<file path="src/rtl/pwm_pkg.sv">
// Package pwm_pkg
// Shared default sizing for the carry-compare PWM driver.
// Assumes: nothing beyond IEEE 1800-2017 constant elaboration.
package pwm_pkg;
    localparam int DEF_CHANNELS = 4;
    localparam int DEF_DUTY_W   = 8;
    localparam int DEF_TICK_DIV = 77;
endpackage

</file>
<file path="src/rtl/pwm_tick_gen.sv">
// Module pwm_tick_gen
// Divides the system clock into a one-cycle base tick, once every TICK_DIV
// cycles. The tick is registered.
// Assumes: TICK_DIV >= 2.
module pwm_tick_gen #(
    parameter int TICK_DIV = pwm_pkg::DEF_TICK_DIV
) (
    input  logic clk,
    input  logic rst_n,
    output logic tick
);
    localparam int          DIV_W = (TICK_DIV > 2) ? $clog2(TICK_DIV) : 1;
    localparam logic [DIV_W-1:0] LAST = DIV_W'(TICK_DIV - 1);

    logic [DIV_W-1:0] div_q;

    // Count clock cycles and pulse the tick when the count wraps.
    always_ff @(posedge clk) begin
        if (!rst_n) begin
            div_q <= '0;
            tick  <= 1'b0;
        end else if (div_q == LAST) begin
            div_q <= '0;
            tick  <= 1'b1;
        end else begin
            div_q <= div_q + DIV_W'(1);
            tick  <= 1'b0;
        end
    end
endmodule

</file>
<file path="src/rtl/pwm_period_counter.sv">
// Module pwm_period_counter
// Shared PWM period counter. It steps once per tick and cycles through
// 1..2^DUTY_W-1, never taking the value zero after the first tick.
// Assumes: tick is a single-cycle enable.
module pwm_period_counter #(
    parameter int DUTY_W = pwm_pkg::DEF_DUTY_W
) (
    input  logic              clk,
    input  logic              rst_n,
    input  logic              tick,
    output logic [DUTY_W-1:0] cnt_q,
    output logic [DUTY_W-1:0] cnt_next
);
    localparam logic [DUTY_W-1:0] TOP = {DUTY_W{1'b1}};

    // Next value: increment, with zero replaced by one.
    always_comb begin
        if (cnt_q == TOP) cnt_next = DUTY_W'(1);
        else              cnt_next = cnt_q + DUTY_W'(1);
    end

    // Hold the counter and advance it on each tick.
    always_ff @(posedge clk) begin
        if (!rst_n)     cnt_q <= '0;
        else if (tick)  cnt_q <= cnt_next;
    end
endmodule

</file>
<file path="src/rtl/pwm_duty_bank.sv">
// Module pwm_duty_bank
// Active duty registers. When the new-data flag is seen at a tick, all
// channels are copied from the holding inputs in one edge and a one-cycle
// acknowledge follows.
// Assumes: the holding values are stable while new_data is high.
module pwm_duty_bank #(
    parameter int CHANNELS = pwm_pkg::DEF_CHANNELS,
    parameter int DUTY_W   = pwm_pkg::DEF_DUTY_W
) (
    input  logic                       clk,
    input  logic                       rst_n,
    input  logic                       tick,
    input  logic                       new_data,
    input  logic [CHANNELS*DUTY_W-1:0] hold_duty,
    output logic [CHANNELS*DUTY_W-1:0] duty_q,
    output logic                       ack_q
);
    logic load;
    assign load = tick & new_data;

    // One register slice per channel, all loaded by the same enable.
    for (genvar c = 0; c < CHANNELS; c++) begin : g_slice
        always_ff @(posedge clk) begin
            if (!rst_n)    duty_q[c*DUTY_W +: DUTY_W] <= '0;
            else if (load) duty_q[c*DUTY_W +: DUTY_W] <= hold_duty[c*DUTY_W +: DUTY_W];
        end
    end

    // Acknowledge pulse in the cycle after a load.
    always_ff @(posedge clk) begin
        if (!rst_n) ack_q <= 1'b0;
        else        ack_q <= load;
    end
endmodule

</file>
<file path="src/rtl/pwm_output_stage.sv">
// Module pwm_output_stage
// Per-channel carry compare of counter plus duty. Applies shutdown and the
// polarity mask, then registers all outputs together on a tick.
// Assumes: cnt is the counter value that takes effect at this tick.
module pwm_output_stage #(
    parameter int CHANNELS = pwm_pkg::DEF_CHANNELS,
    parameter int DUTY_W   = pwm_pkg::DEF_DUTY_W
) (
    input  logic                       clk,
    input  logic                       rst_n,
    input  logic                       tick,
    input  logic [DUTY_W-1:0]          cnt,
    input  logic [CHANNELS*DUTY_W-1:0] duty,
    input  logic                       shutdown,
    input  logic [CHANNELS-1:0]        polarity,
    output logic [CHANNELS-1:0]        out_q
);
    logic [CHANNELS-1:0] active;

    // Carry of the (DUTY_W+1)-bit sum marks the channel active.
    for (genvar c = 0; c < CHANNELS; c++) begin : g_cmp
        logic [DUTY_W:0] sum;
        assign sum       = {1'b0, cnt} + {1'b0, duty[c*DUTY_W +: DUTY_W]};
        assign active[c] = sum[DUTY_W];
    end

    // Register the gated, polarity-adjusted word on each tick.
    always_ff @(posedge clk) begin
        if (!rst_n)    out_q <= '0;
        else if (tick) out_q <= (shutdown ? '0 : active) ^ polarity;
    end
endmodule

</file>
<file path="src/rtl/quad_pwm_driver.sv">
// Module quad_pwm_driver
// Four-channel carry-compare PWM driver: tick divider, shared period
// counter, duty registers with atomic reload, and a registered output stage.
// Assumes: synchronous active-low reset; TICK_DIV >= 2.
module quad_pwm_driver #(
    parameter int CHANNELS = pwm_pkg::DEF_CHANNELS,
    parameter int DUTY_W   = pwm_pkg::DEF_DUTY_W,
    parameter int TICK_DIV = pwm_pkg::DEF_TICK_DIV
) (
    input  logic                       clk,
    input  logic                       rst_n,
    input  logic [CHANNELS*DUTY_W-1:0] hold_duty,
    input  logic                       new_data,
    input  logic                       shutdown,
    input  logic [CHANNELS-1:0]        polarity,
    output logic [CHANNELS-1:0]        pwm_out,
    output logic                       data_ack,
    output logic                       tick
);
    logic [DUTY_W-1:0]          cnt_q;
    logic [DUTY_W-1:0]          cnt_next;
    logic [CHANNELS*DUTY_W-1:0] duty_q;

    pwm_tick_gen #(.TICK_DIV(TICK_DIV)) u_tick (
        .clk(clk), .rst_n(rst_n), .tick(tick)
    );

    pwm_period_counter #(.DUTY_W(DUTY_W)) u_cnt (
        .clk(clk), .rst_n(rst_n), .tick(tick),
        .cnt_q(cnt_q), .cnt_next(cnt_next)
    );

    pwm_duty_bank #(.CHANNELS(CHANNELS), .DUTY_W(DUTY_W)) u_duty (
        .clk(clk), .rst_n(rst_n), .tick(tick), .new_data(new_data),
        .hold_duty(hold_duty), .duty_q(duty_q), .ack_q(data_ack)
    );

    pwm_output_stage #(.CHANNELS(CHANNELS), .DUTY_W(DUTY_W)) u_out (
        .clk(clk), .rst_n(rst_n), .tick(tick), .cnt(cnt_next),
        .duty(duty_q), .shutdown(shutdown), .polarity(polarity),
        .out_q(pwm_out)
    );
endmodule

</file>
<file path="config.mk">
export PLATFORM = sky130hd
export DESIGN_NAME = quad_pwm_driver
export DESIGN_NICKNAME = d
export VERILOG_FILES = /design/src/rtl/pwm_pkg.sv /design/src/rtl/pwm_tick_gen.sv /design/src/rtl/pwm_period_counter.sv /design/src/rtl/pwm_duty_bank.sv /design/src/rtl/pwm_output_stage.sv /design/src/rtl/quad_pwm_driver.sv
export SDC_FILE = /design/constraint.sdc
export NUM_CORES = 1
export LEC_CHECK = 0
export ABC_CLOCK_PERIOD_IN_PS = 2700
export CAP_MARGIN = 40
export CORE_MARGIN = 2
export CORE_UTILIZATION = 30
export DETAILED_ROUTE_END_ITERATION = 7
export DONT_BUFFER_PORTS = 1
export GPL_TIMING_DRIVEN = 0
export SYNTH_ARGS = -nofsm -noshare
export SYNTH_HDL_FRONTEND = slang
export SYNTH_SLANG_ARGS = --single-unit
</file>
<file path="constraint.sdc">
create_clock -name clk -period 2.7 [get_ports clk]
set_input_delay 0.135 -clock clk [delete_from_list [all_inputs] [get_ports clk]]
set_output_delay 0.135 -clock clk [all_outputs]
set_load 0.005 [all_outputs]
</file>
==> summary.txt <==
Run status
  – Status: complete, no violations

Worst setup path
  – Critical path's top delay family: simple AND/OR/NAND/NOR gates
  – CP max-delay cell: dfxtp_1
  – Buf+Inv Stages, Crit Path: 0
  – Crit Path Class: reg2reg
  – Worst Setup SP: u_cnt.cnt_q[3]
  – Required time of the critical path: 2890 ps
  – Critical Path End: u_out.out_q[3]
  – CP arrival: 2720 ps
  – Worst R2R End: u_out.out_q[3]
  – Crit path max fanout: 7
  – Worst-path cell chain: and4_1 > and2_1 > xnor2_1 > nor2_2 > ha_1 > a21oi_1 > or3b_2 > a22oi_1 > or2_2 > o211ai_2
  – Max incr delay on CP: 480 ps
  – Cell depth of the worst setup path: 10
  – Critical Path End Type: flip-flop
  – R2r startpoint: u_cnt.cnt_q[3]
  – Worst setup SP type: flip-flop
  – R2r worst-path depth: 10
  – Reg2Reg Setup Slack: 170 ps

Yosys
  – Yosys cell types: 42
  – Top cells by area, synth: dfxtp_1 (36%), ha_1 (9.9%), nand2_1 (9.8%), a21oi_1 (6.9%), xnor3_1 (3.1%)
  – Ys async rst share: 0%
  – Area leader, netlist: dfxtp_1
  – Top_reg_cell synth: dfxtp_1
  – EDFF count, synth: 0
  – Syn Nets: 407
  – Mean Syn Cell Area: 8.48 um^2
  – Sequential area share after synthesis: 36.4%
  – Count of state elements after synthesis: 53
  – Top-area cell type share of the netlist area: 36.4%
  – Synth Instances: 344
  – Synthesized area: 2920 um^2
  – YS warnings: 0

STA
  – Final Hold Fails: 0
  – Slew headroom: 64.5%
  – Minimum clock period: 2530 ps
  – Worst Skew: 13.4 ps
  – RSZ-0062 raised after global routing: false
  – FMAX: 395 MHz
  – # setup viols final: 0
  – Worst-Margin Slew: 532 ps
  – Post-route clock period utilization: 93.7%
  – Hold Slack: 20.5 ps
  – Max-slew violations: 0

Power and ir drop
  – Cell Pwr Density: 392 nW/um^2
  – Leak: 1.39 nW
  – VDD IR max: 278 uV

Clock network
  – TritonCTS clock tree: done
  – CTS Root Buffer Type: clkbuf_8
  – CTS buffer count: 5
  – Clock tree sinks: 53
  – Reg clk slew, reported paths: 100 ps
  – Max clock buf depth: 2
  – Insertion delay to the later sink of the worst-skew pair: 310 ps
  – H-tree levels: 2

Cells and area
  – Layout cell share with drive strength beyond 1: 9.64%
  – Post-route cell area: 3570 um^2
  – Final std cells w/o fill: 513
  – Layout area overhead: 22.3%
  – Antenna cells: 0
  – NumNets Final: 447
  – Fin util: 38.2%

Global route
  – First-pass GRT wire length: 12100 um
  – Largest net degree at the start of global routing: 17
  – Met1 usage: 19.3%
  – GR Util met2: 25.3%
  – Total GRT Usage: 14.6%
  – GRT Max-Usage Layer: met2
  – M3 GR Usage: 2.71%
  – Initial antenna violation count: 0
  – GRT overflow: 0
  – Vias in the first global route: 2421

Drt
  – Drt wl/cell: 14.2 um
  – Final ANT Viol Nets: 0
  – Mean number of vias per cell: 4.94
  – DRC errors left: 0
  – Wirelength, routed: 7300 um
  – Drt pass-1 iters: 4
  – Vias post-DR: 2535
  – DRT iter0 DRCs: 144

Die
  – Starting Density: 31.3%
  – Cell Rows: 35
  – Chip height: 103 um
  – I/O Pins: 46
  – Core ar.: 9330 um^2
  – Die ar.: 10500 um^2
  – Die Wd: 103 um

Min path
  – Hold Crit Class: in2reg

Job
  – Max-Cap Viols: 0

Place
  – Dpl cells: 473
  – Port-buffer cells: 0
  – Routability Congestion: 0.817
  – DP Wirelength: 5510 um
  – Placed Area: 3080 um^2
==> cells in the final DEF, fill, tap and decap left out, drive strengths merged <==
cell / n
nor3b: 1
or3b: 4
o311a: 1
clkbuf: 19
nand4: 2
nand2: 76
nor2: 21
bufinv: 1
buf: 3
a21oi: 40
o22ai: 4
dfxtp: 53
nand3b: 4
o41a: 4
and3: 8
clkinv: 1
o21bai: 4
a22oi: 4
o211ai: 4
or2: 8
o21ai: 7
o2111a: 4
nand4b: 4
o31ai: 5
nor3: 2
xor2: 6
ha: 23
xnor2: 5
mux2i: 1
and2: 2
and4: 1
inv: 8
maj3: 4
or3: 2
dlygate4sd3: 33
a221oi: 4
xnor3: 4
nand3: 7
==> where the power goes <==
part	switching [mW]	internal (mW)	leakage, nW	total (mW)
Sequential	0.00290	0.785	0.428	0.788
Combinational	0.0265	0.0403	0.905	0.0668
Clock	0.270	0.275	0.0546	0.545
==> state kept, by name, indices dropped and copies added, names as in the netlist <==
signal	count
u_duty.duty_q	32
u_out.out_q	4
u_duty.ack_q	1
u_cnt.cnt_q	8
u_tick.div_q	7
u_tick.tick	1
==> layer usage <==
layer | share of wire [%] | vias to the layer above | routed length [um]
li1 | - | 1299 | -
met1 | 47 | 1179 | 3460
met2 | 48 | 53 | 3490
met3 | 4.1 | 4 | 300
met4 | 0.63 | 0 | 46
met5 | 0 | - | 0
==> cell usage after synthesis, types with 2 or more instances <==
cell	n
or2_2	8
o22ai_1	4
inv_1	7
and2_1	2
o21ai_0	5
buf_2	2
nor2_1	20
dfxtp_1	53
ha_1	23
nor3_1	2
o31ai_1	5
xnor3_1	4
xor2_1	5
nand4_1	2
and3_1	8
o211ai_2	3
o2111a_1	4
o41a_1	4
clkbuf_1	14
nand4b_1	4
a21oi_1	40
a221oi_1	4
maj3_1	4
xnor2_1	5
a22oi_1	4
or3_1	2
nand2_1	76
or3b_2	4
nand3_1	6
o21ai_1	2
o21bai_1	4
nand3b_1	4
==> timing repair <==
action / CTS / global route
hold buffers: 33 / 0
setup endpoints to repair: 4 / 4
setup buffers: 0 / 0
endpoints found under the hold margin: 34 / 0
gates cloned: 0 / 0
resized for setup: 4 / 8
==> area by class of cell <==
cell class	count	area (um^2)
clock inverter	2	38.8
buffer	17	73.8
tap	129	161
clock buffer	5	68.8
inverter	8	30.0
multi-input combinational	266	1800
timing repair buffer	33	330
sequential	53	1060
fill	971	5760
==> metrics by stage <==
step	total power, mW	setup TNS [ps]	worst slack [ps]
2_1_floorplan	0.826	0	191
3_3_place_gp	0.834	-140	-39.7
3_5_place_dp	0.834	-504	-137
4_1_cts	1.42	0	18.2
5_1_grt	1.45	0	9.38
6_report	1.40	0	171
==> kinds of logic after synthesis <==
| family | share of synthesized area, % |
|---|---|
| multiplexers | 0.343 |
| AO/OA/AOI/OAI | 18.4 |
| buffers and inverters | 3.56 |
| AND/OR/NAND/NOR | 23.0 |
| flip-flops | 36.4 |
| adder cells (fa/ha/maj) | 11.2 |
| XOR/XNOR | 7.04 |
==> how the worst min path moves through the flow <==
stage / from / endpoint / slack [ps] / cells after the start
5_1_grt: rst_n / u_cnt.cnt_q[7] / 30 / 2
4_1_cts: rst_n / u_cnt.cnt_q[7] / 20 / 2
3_3_place_gp: hold_duty[9] / u_duty.duty_q[9] / 280 / 2
2_1_floorplan: hold_duty[0] / u_duty.duty_q[0] / 270 / 2
6_report: rst_n / u_cnt.cnt_q[7] / 20 / 2
3_5_place_dp: hold_duty[23] / u_duty.duty_q[23] / 280 / 2
Note: power is estimated with default switching activity, not from simulation.
